### config.mk
export PLATFORM = sky130hd
export DESIGN_NAME = qpsram_bringup
export DESIGN_NICKNAME = d
export VERILOG_FILES = /design/src/rtl/qpb_pkg.sv /design/src/rtl/qpb_frame_shift.sv /design/src/rtl/qpb_ctrl.sv /design/src/rtl/qpsram_bringup.sv
export SDC_FILE = /design/constraint.sdc
export NUM_CORES = 1
export LEC_CHECK = 0
export BUFFER_PORTS_ARGS = -buffer_cell sky130_fd_sc_hd__buf_2
export CORE_MARGIN = 4
export CORE_UTILIZATION = 53
export DETAILED_ROUTE_END_ITERATION = 10
export PLACE_DENSITY_LB_ADDON = 0.15
export SLEW_MARGIN = 10
export SYNTH_ARGS = -nofsm -noshare
export SYNTH_HDL_FRONTEND = slang
export SYNTH_SLANG_ARGS = --single-unit
### constraint.sdc
create_clock -name clk -period 3.78 [get_ports clk]
set_clock_uncertainty 0.15 [all_clocks]
set_input_delay 0.378 -clock clk [delete_from_list [all_inputs] [get_ports clk]]
set_output_delay 0.378 -clock clk [all_outputs]
set_load 0.005 [all_outputs]
### src/rtl/qpb_pkg.sv
package qpb_pkg;

    localparam int SIZE_W   = 24;
    localparam int ID_W     = 24;
    localparam int OP_W     = 8;
    localparam int SHIFT_W  = OP_W + ID_W;
    localparam int ID_BEATS = OP_W + ID_W + ID_W;
    localparam int BEAT_W   = $clog2(ID_BEATS);

    localparam logic [OP_W-1:0] OP_QUAD_EXIT = 8'hF5;
    localparam logic [OP_W-1:0] OP_READ_ID   = 8'h9F;
    localparam logic [OP_W-1:0] OP_RST_EN    = 8'h66;
    localparam logic [OP_W-1:0] OP_RST_GO    = 8'h99;
    localparam logic [OP_W-1:0] OP_QUAD_EN   = 8'h35;
    localparam logic [7:0]      GOOD_DIE     = 8'h5D;
    localparam logic [7:0]      MFR_ALT_CODE = 8'h9D;
    localparam logic [7:0]      EXT_FORCE_8M = 8'h26;

    localparam logic [SIZE_W-1:0] MIB = SIZE_W'(24'h100000);

    typedef enum logic [2:0] {
        STP_QEXIT,
        STP_ID_A,
        STP_ID_B,
        STP_RST_EN,
        STP_RST_GO,
        STP_QEN
    } step_e;

    typedef struct packed {
        logic [OP_W-1:0] op;
        logic            quad;
        logic            idread;
    } frame_t;

    typedef struct packed {
        logic              valid;
        logic              alt;
        logic [SIZE_W-1:0] bytes;
    } ident_t;

    function automatic frame_t frame_for(step_e s);
        frame_t f;
        case (s)
            STP_QEXIT:          f = '{op: OP_QUAD_EXIT, quad: 1'b1, idread: 1'b0};
            STP_ID_A, STP_ID_B: f = '{op: OP_READ_ID,   quad: 1'b0, idread: 1'b1};
            STP_RST_EN:         f = '{op: OP_RST_EN,    quad: 1'b0, idread: 1'b0};
            STP_RST_GO:         f = '{op: OP_RST_GO,    quad: 1'b0, idread: 1'b0};
            default:            f = '{op: OP_QUAD_EN,   quad: 1'b0, idread: 1'b0};
        endcase
        return f;
    endfunction

    function automatic ident_t decode_id(logic [ID_W-1:0] id);
        ident_t     r;
        logic [2:0] code;
        code    = id[23:21];
        r.valid = (id[15:8] == GOOD_DIE);
        r.alt   = (id[7:0] == MFR_ALT_CODE);
        r.bytes = '0;
        if (id[23:16] == EXT_FORCE_8M)
            r.bytes = MIB << 3;
        else if (code < 3'd3)
            r.bytes = (r.alt ? MIB : (MIB << 1)) << code;
        return r;
    endfunction

endpackage

### src/rtl/qpb_frame_shift.sv
module qpb_frame_shift
    import qpb_pkg::*;
#(
    parameter int GAP_CYC = 2
) (
    input  logic            clk,
    input  logic            rst,
    input  logic            go,
    input  frame_t          fr,
    input  logic            miso,
    output logic            fin,
    output logic            sck,
    output logic            cs_n,
    output logic [3:0]      dq_o,
    output logic [3:0]      dq_oe,
    output logic [ID_W-1:0] rx_id
);
    localparam int GAP_W = (GAP_CYC > 1) ? $clog2(GAP_CYC) : 1;

    typedef enum logic [1:0] {SH_IDLE, SH_RUN, SH_GAP} sh_e;

    sh_e                sh;
    logic [SHIFT_W-1:0] shreg;
    logic [BEAT_W-1:0]  beat, last_beat, tx_end;
    logic               ph, quad_r;
    logic [GAP_W-1:0]   gapc;
    logic [ID_W-1:0]    rxsr;
    logic               tx_phase;

    always_ff @(posedge clk) begin
        if (rst) begin
            sh        <= SH_IDLE;
            shreg     <= '0;
            beat      <= '0;
            last_beat <= '0;
            tx_end    <= '0;
            ph        <= 1'b0;
            quad_r    <= 1'b0;
            gapc      <= '0;
            rxsr      <= '0;
            cs_n      <= 1'b1;
            fin       <= 1'b0;
        end else begin
            fin <= 1'b0;
            case (sh)
                SH_IDLE: if (go) begin
                    sh        <= SH_RUN;
                    cs_n      <= 1'b0;
                    ph        <= 1'b0;
                    beat      <= '0;
                    shreg     <= {fr.op, {ID_W{1'b0}}};
                    quad_r    <= fr.quad;
                    last_beat <= fr.quad ? BEAT_W'(1) :
                                 (fr.idread ? BEAT_W'(ID_BEATS - 1) : BEAT_W'(OP_W - 1));
                    tx_end    <= fr.quad ? BEAT_W'(2) :
                                 (fr.idread ? BEAT_W'(OP_W + ID_W) : BEAT_W'(OP_W));
                end
                SH_RUN: begin
                    if (!ph) begin
                        ph <= 1'b1;
                    end else begin
                        ph <= 1'b0;
                        if (beat >= tx_end)
                            rxsr <= {rxsr[ID_W-2:0], miso};
                        shreg <= quad_r ? (shreg << 4) : (shreg << 1);
                        if (beat == last_beat) begin
                            sh   <= SH_GAP;
                            cs_n <= 1'b1;
                            gapc <= '0;
                        end else begin
                            beat <= beat + 1'b1;
                        end
                    end
                end
                default: begin
                    gapc <= gapc + 1'b1;
                    if (gapc == GAP_W'(GAP_CYC - 1)) begin
                        fin <= 1'b1;
                        sh  <= SH_IDLE;
                    end
                end
            endcase
        end
    end

    always_comb begin
        tx_phase = (sh == SH_RUN) && (beat < tx_end);
        sck      = ph;
        if (!tx_phase) begin
            dq_o  = 4'h0;
            dq_oe = 4'h0;
        end else if (quad_r) begin
            dq_o  = shreg[SHIFT_W-1 -: 4];
            dq_oe = 4'hF;
        end else begin
            dq_o  = {3'b000, shreg[SHIFT_W-1]};
            dq_oe = 4'h1;
        end
        rx_id = {rxsr[7:0], rxsr[15:8], rxsr[23:16]};
    end

endmodule

### src/rtl/qpb_ctrl.sv
module qpb_ctrl
    import qpb_pkg::*;
(
    input  logic              clk,
    input  logic              rst,
    input  logic              start,
    input  logic              fin,
    input  logic [ID_W-1:0]   rx_id,
    output logic              go,
    output frame_t            fr,
    output logic              done,
    output logic              err,
    output logic              quad_on,
    output logic              mfr_alt,
    output logic [SIZE_W-1:0] size_bytes
);
    typedef enum logic [1:0] {C_IDLE, C_LAUNCH, C_WAIT} ctl_e;

    ctl_e   cs;
    step_e  step;
    ident_t info;

    assign info = decode_id(rx_id);
    assign go   = (cs == C_LAUNCH);
    assign fr   = frame_for(step);

    always_ff @(posedge clk) begin
        if (rst) begin
            cs         <= C_IDLE;
            step       <= STP_QEXIT;
            done       <= 1'b0;
            err        <= 1'b0;
            quad_on    <= 1'b0;
            mfr_alt    <= 1'b0;
            size_bytes <= '0;
        end else begin
            done <= 1'b0;
            case (cs)
                C_IDLE: if (start) begin
                    cs         <= C_LAUNCH;
                    step       <= STP_QEXIT;
                    err        <= 1'b0;
                    quad_on    <= 1'b0;
                    mfr_alt    <= 1'b0;
                    size_bytes <= '0;
                end
                C_LAUNCH: cs <= C_WAIT;
                default: if (fin) begin
                    cs <= C_LAUNCH;
                    case (step)
                        STP_QEXIT: step <= STP_ID_A;
                        STP_ID_A, STP_ID_B: begin
                            if (info.valid) begin
                                size_bytes <= info.bytes;
                                mfr_alt    <= info.alt;
                                step       <= STP_RST_EN;
                            end else if (step == STP_ID_A) begin
                                step <= STP_ID_B;
                            end else begin
                                err  <= 1'b1;
                                done <= 1'b1;
                                cs   <= C_IDLE;
                            end
                        end
                        STP_RST_EN: step <= STP_RST_GO;
                        STP_RST_GO: step <= STP_QEN;
                        default: begin
                            quad_on <= 1'b1;
                            done    <= 1'b1;
                            cs      <= C_IDLE;
                        end
                    endcase
                end
            endcase
        end
    end

endmodule

### src/rtl/qpsram_bringup.sv
module qpsram_bringup
    import qpb_pkg::*;
#(
    parameter int GAP_CYC = 2
) (
    input  logic              clk,
    input  logic              rst,
    input  logic              start,
    input  logic              dq1_in,
    output logic              sck,
    output logic              cs_n,
    output logic [3:0]        dq_o,
    output logic [3:0]        dq_oe,
    output logic              done,
    output logic              err,
    output logic              quad_on,
    output logic              mfr_alt,
    output logic [SIZE_W-1:0] size_bytes
);
    logic            go, fin;
    frame_t          fr;
    logic [ID_W-1:0] rx_id;

    qpb_ctrl u_ctrl (
        .clk        (clk),
        .rst        (rst),
        .start      (start),
        .fin        (fin),
        .rx_id      (rx_id),
        .go         (go),
        .fr         (fr),
        .done       (done),
        .err        (err),
        .quad_on    (quad_on),
        .mfr_alt    (mfr_alt),
        .size_bytes (size_bytes)
    );

    qpb_frame_shift #(.GAP_CYC(GAP_CYC)) u_shift (
        .clk   (clk),
        .rst   (rst),
        .go    (go),
        .fr    (fr),
        .miso  (dq1_in),
        .fin   (fin),
        .sck   (sck),
        .cs_n  (cs_n),
        .dq_o  (dq_o),
        .dq_oe (dq_oe),
        .rx_id (rx_id)
    );

endmodule

== Yosys cells after proc, flatten, opt, wreduce, memory -nomap -nowiden ==
Cells that the tools add are included.

* Register bits: 114
* Bits in latches: 0
* Bits in writable memories: 0
* Memory bits (read-only): 0
* Bits of input ports: 4
* Memories: 0

* Add/subtract/negate cells: 2
* Multipliers: 0
* Divide/modulo/power cells: 0
* $lt $le $gt $ge: 3
* Eq/ne operators: 19
* Shifts and indexed selects: 1
* Multiplexer cells: 68
* Bitwise gates (word level): 3
* Reduce and logical (&&, ||, !) cells: 29

{| class="wikitable"
|+ Operators with widths
! cell !! count
|-
| $mux W24 || 6
|-
| $mux W32 || 3
|-
| $pmux W32 S2 || 1
|-
| $pmux W24 S2 || 1
|-
| $mux W6 || 7
|-
| $pmux W10 S4 || 1
|-
| $shl A24 B3 Y24 || 1
|-
| $mux W22 || 1
|-
| $mux W1 || 20
|-
| $mux W4 || 4
|-
| $reduce_and A4 Y1 || 4
|-
| $mux W2 || 7
|-
| $pmux W1 S2 || 7
|-
| $mux W3 || 4
|-
| $pmux W2 S2 || 3
|-
| $pmux W3 S4 || 1
|-
| $pmux W6 S2 || 1
|-
| $ne A2 B2 Y1 const B || 5
|-
| $reduce_and A5 Y1 || 2
|-
| $reduce_and A3 Y1 || 3
|-
| $eq A8 B6 Y1 const B || 1
|-
| $eq A8 B7 Y1 const B || 1
|-
| $eq A8 B8 Y1 const B || 1
|-
| $reduce_bool A2 Y1 || 4
|-
| 25 further kinds || 36
|}

== Longest topological paths before layout ==
* Depth after elaboration: 9
* Gate-level depth with buffers: 8

== Cells and area by module ==
Synthesis repeated with hierarchy kept, for this count alone.

* Cells, all modules: 365
* Area total of the unflattened synthesis: 3360.7 sq um

{| class="wikitable"
|+ Modules (own cells, without submodules)
! module !! times used !! cells an instance !! area each (sq um) !! seq. area each (sq um)
|-
| qpb_frame_shift || 1 || 240 || 2341.0 || 980.9
|-
| qpb_ctrl || 1 || 125 || 1019.7 || 260.2
|}

== Least setup slack after synthesis ==
No wires, ideal clock.

* Path type: reg2out
* Start point: register u_shift.tx_end[3]
* End point: output dq_oe[2]
* Arrival: 1.790 ns
* Data required time: 3.252 ns
* Slack: 1.462 ns
* Stages on the path, launching flop included: 9
* Path buffers: 2
* Cell sequence: dfxtp_1 inv_1 ha_1 a211o_1 a21oi_1 and3_1 clkbuf_1 and2_1 buf_4

* Longest elaborated chain between the ends: 3

{| class="wikitable"
|+ Ends and longest elaborated chain
! element !! RTL line !! text
|-
| start: declaration || qpb_frame_shift.sv:24 || <nowiki>logic [BEAT_W-1:0] beat, last_beat, tx_end;</nowiki>
|-
| start signal: assignment || qpb_frame_shift.sv:55 || <nowiki>tx_end <= fr.quad ? BEAT_W'(2) :</nowiki>
|-
| $lt A6 B6 Y1 || qpb_frame_shift.sv:87 || <nowiki>tx_phase = (sh == SH_RUN) && (beat < tx_end);</nowiki>
|-
| $logic_and A1 B1 Y1 || qpb_frame_shift.sv:87 ||
|-
| net u_shift.tx_phase || qpb_frame_shift.sv:28 || <nowiki>logic tx_phase;</nowiki>
|-
| $mux W4 || qpb_frame_shift.sv:89 || <nowiki>if (!tx_phase) begin</nowiki>
|-
| end: declaration || qpsram_bringup.sv:13 || <nowiki>output logic [3:0] dq_oe,</nowiki>
|}

The timed path passes the listed nets, and every way through them passes these cells.

== Final worst setup path ==
* Start point: register u_shift.tx_end[3]
* End point: output dq_oe[3]

* Longest elaborated chain between the ends: 3

{| class="wikitable"
|+ Ends and longest elaborated chain
! element !! RTL line
|-
| $lt A6 B6 Y1 || qpb_frame_shift.sv:87
|-
| $logic_and A1 B1 Y1 || qpb_frame_shift.sv:87
|-
| $mux W4 || qpb_frame_shift.sv:89
|}

Every way passes these cells.

==> metrics.txt <==
Mapped Area=3308 um^2; Area contributors post-synth=dfxtp_1 38%, mux2i_1 11%, nand2b_1 6.4%, buf_4 5.2%, a21oi_1 3.6%; filler instances=roughly 570; max incr delay on CP=0.34 ns; most frequent cells in the layout=62 x dfxtp_1, 35 x mux2i_1, 34 x nand2b_1, 26 x nand2_1, 24 x a21oi_1; Die Ht=87.01 um; Nets=roughly 390; GRT Overall Usage=18.33%; Crit path depth=7; H-tree depth=3; Cell Chain, Critical Path=inv_1 > ha_1 > a211o_1 > a21oi_1 > and3_1 > and2_1 > buf_2; clock root buffer=clkbuf_8; Post-Route Setup TNS=0 ns; CTS Hold Buffers Added=0; sequential cell area=1241 um^2; Worst Slack Setup Final=1.112 ns; Seq cells post-synth=between 60 and 70; clk sinks=just over 60; die area=7570 um^2; most common cell after layout, fill and taps aside=dfxtp_1; YS warnings=0; initial antenna violation count=0; WP data arrival=2.14 ns; worst hold path class=in -> reg; Hold Path End=u_shift.rxsr[0]; Final Hold Viols=0; multi-input logic area=1780 um^2; CP Launch Type=register; critical path peak fanout=6; layout cells sized above 1=roughly 14%; Worst-Margin Slew=0.7668 ns; WL final=between 6000 and 7000 um; critical path's top delay family=compound AO/OA/AOI/OAI gates; post-detail-place hpwl=4658 um; Power Dens Cells=402.6 nW/um^2; share of the synthesized area in the top cell type=between 30% and 40%; clk_lat worst skew=~0.33 ns; I/O pin cnt=42; total iterations of the first detailed-routing run=5; post-detailed-route count of antenna-violating nets=0; total power=0.001409 W; crit path buf inv count=2; setup slack after placement=between 1 and 1.5 ns; Max Cap Viol=0; hold-critical path depth=3; GRT Residual Overflow=0; fraction of registers with async set/reset=0%; Synth Flop Type=dfxtp_1; number of buffers created by CTS=9; TritonCTS clock tree=built; Syn Inst Count=369; clk buf depth=2; CP Class=reg -> out; Worst R2R Start=u_shift.tx_end[1]; Setup Viol. Count Final=0; first-pass GRT wire length=11050 um; slowest CP cell=dfxtp_1; FP Rows=28; via/cell ratio=5.548; fmax=approximately 370 MHz; vias in the first global route=2415; clk slew on worst S/H paths=around 0.07 ns; leakage power=1.288 nW; DR vias=about 2.5k; status=finished clean; min-delay src=dq1_in; mean post-synth cell area=8.965 um^2; VDD IR max=0.2309 mV; CTS resizes=0; Worst Path Required=approximately 3.3 ns; Tmin final=approximately 2.7 ns; EDFF count, synth=0; Slew HR=48.88%; Max Slew Vio Count=0; Final Cycle Share=70.57%; Initial Util=a little under three fifths; Worst R2R End=u_shift.rxsr[10]; DRC violation count after routing=0; worst reg2reg setup slack=about 1.4 ns; area grow syn2layout=5.787%; RSZ-0062 raised after global routing=no; die width=87.01 um; Ant. Diodes=0; Post-CTS Setup Bufs=0; core area=roughly 6000 um^2; type of element capturing the critical path=output port; synth unique cells=57; register area share after synthesis=between 30% and 40%; area leader, netlist=dfxtp_1; Avg WL per Cell=14.29 um; gpl congestion=0.8198; count of input and output buffers=21; largest net degree at the start of global routing=52; worst-case reg-to-reg path depth=6; drt initial violations=163
flip-flops by register name, indices dropped and copies added, names as in the netlist:
name	count
u_ctrl.size_bytes	4
u_ctrl.quad_on	1
u_shift.sh	2
u_shift.tx_end	2
u_ctrl.err	1
u_shift.last_beat	3
u_shift.beat	6
u_ctrl.cs	2
u_ctrl.mfr_alt	1
u_ctrl.done	1
u_shift.sck	1
u_shift.gapc	1
u_shift.shreg	8
u_shift.fin	1
u_shift.rxsr	24
u_ctrl.step	3
u_shift.cs_n	1
synthesized netlist by cell type, types with 2 or more instances:
master and count:
a2111oi_2 2, a211o_1 2, a211oi_1 4, a21o_1 3, a21oi_1 24, a311o_1 2
a311oi_1 4, a31oi_1 5, a41o_1 2, and2_1 3, and3_1 5, buf_2 4
buf_4 23, buf_6 2, buf_8 2, clkbuf_1 16, dfxtp_1 62, ha_1 6
inv_1 13, mux2_2 2, mux2i_1 35, nand2_1 26, nand2b_1 34, nand3_1 10
nand4_1 5, nand4b_1 3, nand4bb_1 2, nor2_1 18, nor2b_1 4, nor3_1 9
o211ai_1 2, o21ai_0 4, or3_1 2, or4_4 2, xnor2_1 5
worst max-delay path by stage:
stage                 startpoint               end  slack [ns]
5_1_grt        u_shift.tx_end[3]           dq_o[0]        0.95
2_1_floorplan  u_shift.tx_end[3]          dq_oe[2]        1.46
3_3_place_gp   u_shift.tx_end[1]  u_shift.rxsr[19]        1.38
3_5_place_dp   u_shift.tx_end[1]  u_shift.rxsr[20]        1.34
4_1_cts        u_shift.tx_end[3]          dq_oe[3]        1.08
6_report       u_shift.tx_end[3]          dq_oe[3]        1.11
per-stage QoR:
step                      area, um^2  cells  utilization [%]  hold slack (ns)
after floorplan                 3379    388                -           0.2876
after global placement          3299    440            55.08           0.2975
after detailed placement        3299    440            55.08           0.3071
after CTS                       3500    456            58.42           0.1449
after global routing            3500    456            58.42           0.1592
final                           3500    456            58.42           0.1558
worst register-to-register path: stages (launching register included):
cell and delay [ns]:
dfxtp_1 0.64, ha_1 0.27, nand2b_4 0.05, or4_4 0.42, a31oi_4 0.19, buf_4 0.39
mux2i_1 0.24
cells by family after synthesis:
logic type / share of synthesized area (%)
flops: 37.52
simple gates: 22.58
other cells: 0.1134
buf+inv: 10.82
xor+xnor: 1.588
compound gates: 13.84
mux: 11.27
fa+ha+maj: 2.269
cell type report:
| cell class | instances | share of cell area, % |
|---|---|---|
| clock inverters | 5 | 1.680 |
| repair buffers | 25 | 3.861 |
| flip-flops and latches | 62 | 35.47 |
| clock buffers | 11 | 4.040 |
| well taps | 75 | 2.681 |
| inverters | 13 | 1.394 |
| multi-input cells | 265 | 50.88 |
power by group:
part	internal [W]	total (W)	switching, W
registers	0.000672	0.000696	0.0000235
clock network	0.000323	0.000581	0.000258
logic	0.0000552	0.000133	0.0000773
total	0.00105	0.00141	0.000359
per-layer routing:
layer	routed length, um	global-route usage (%)
met2	3281	30.71
met1	2891	22.70
met5	0	0
met3	269	3.500
met4	72	8.215
No activity file was read; power rests on OpenSTA's default activity.
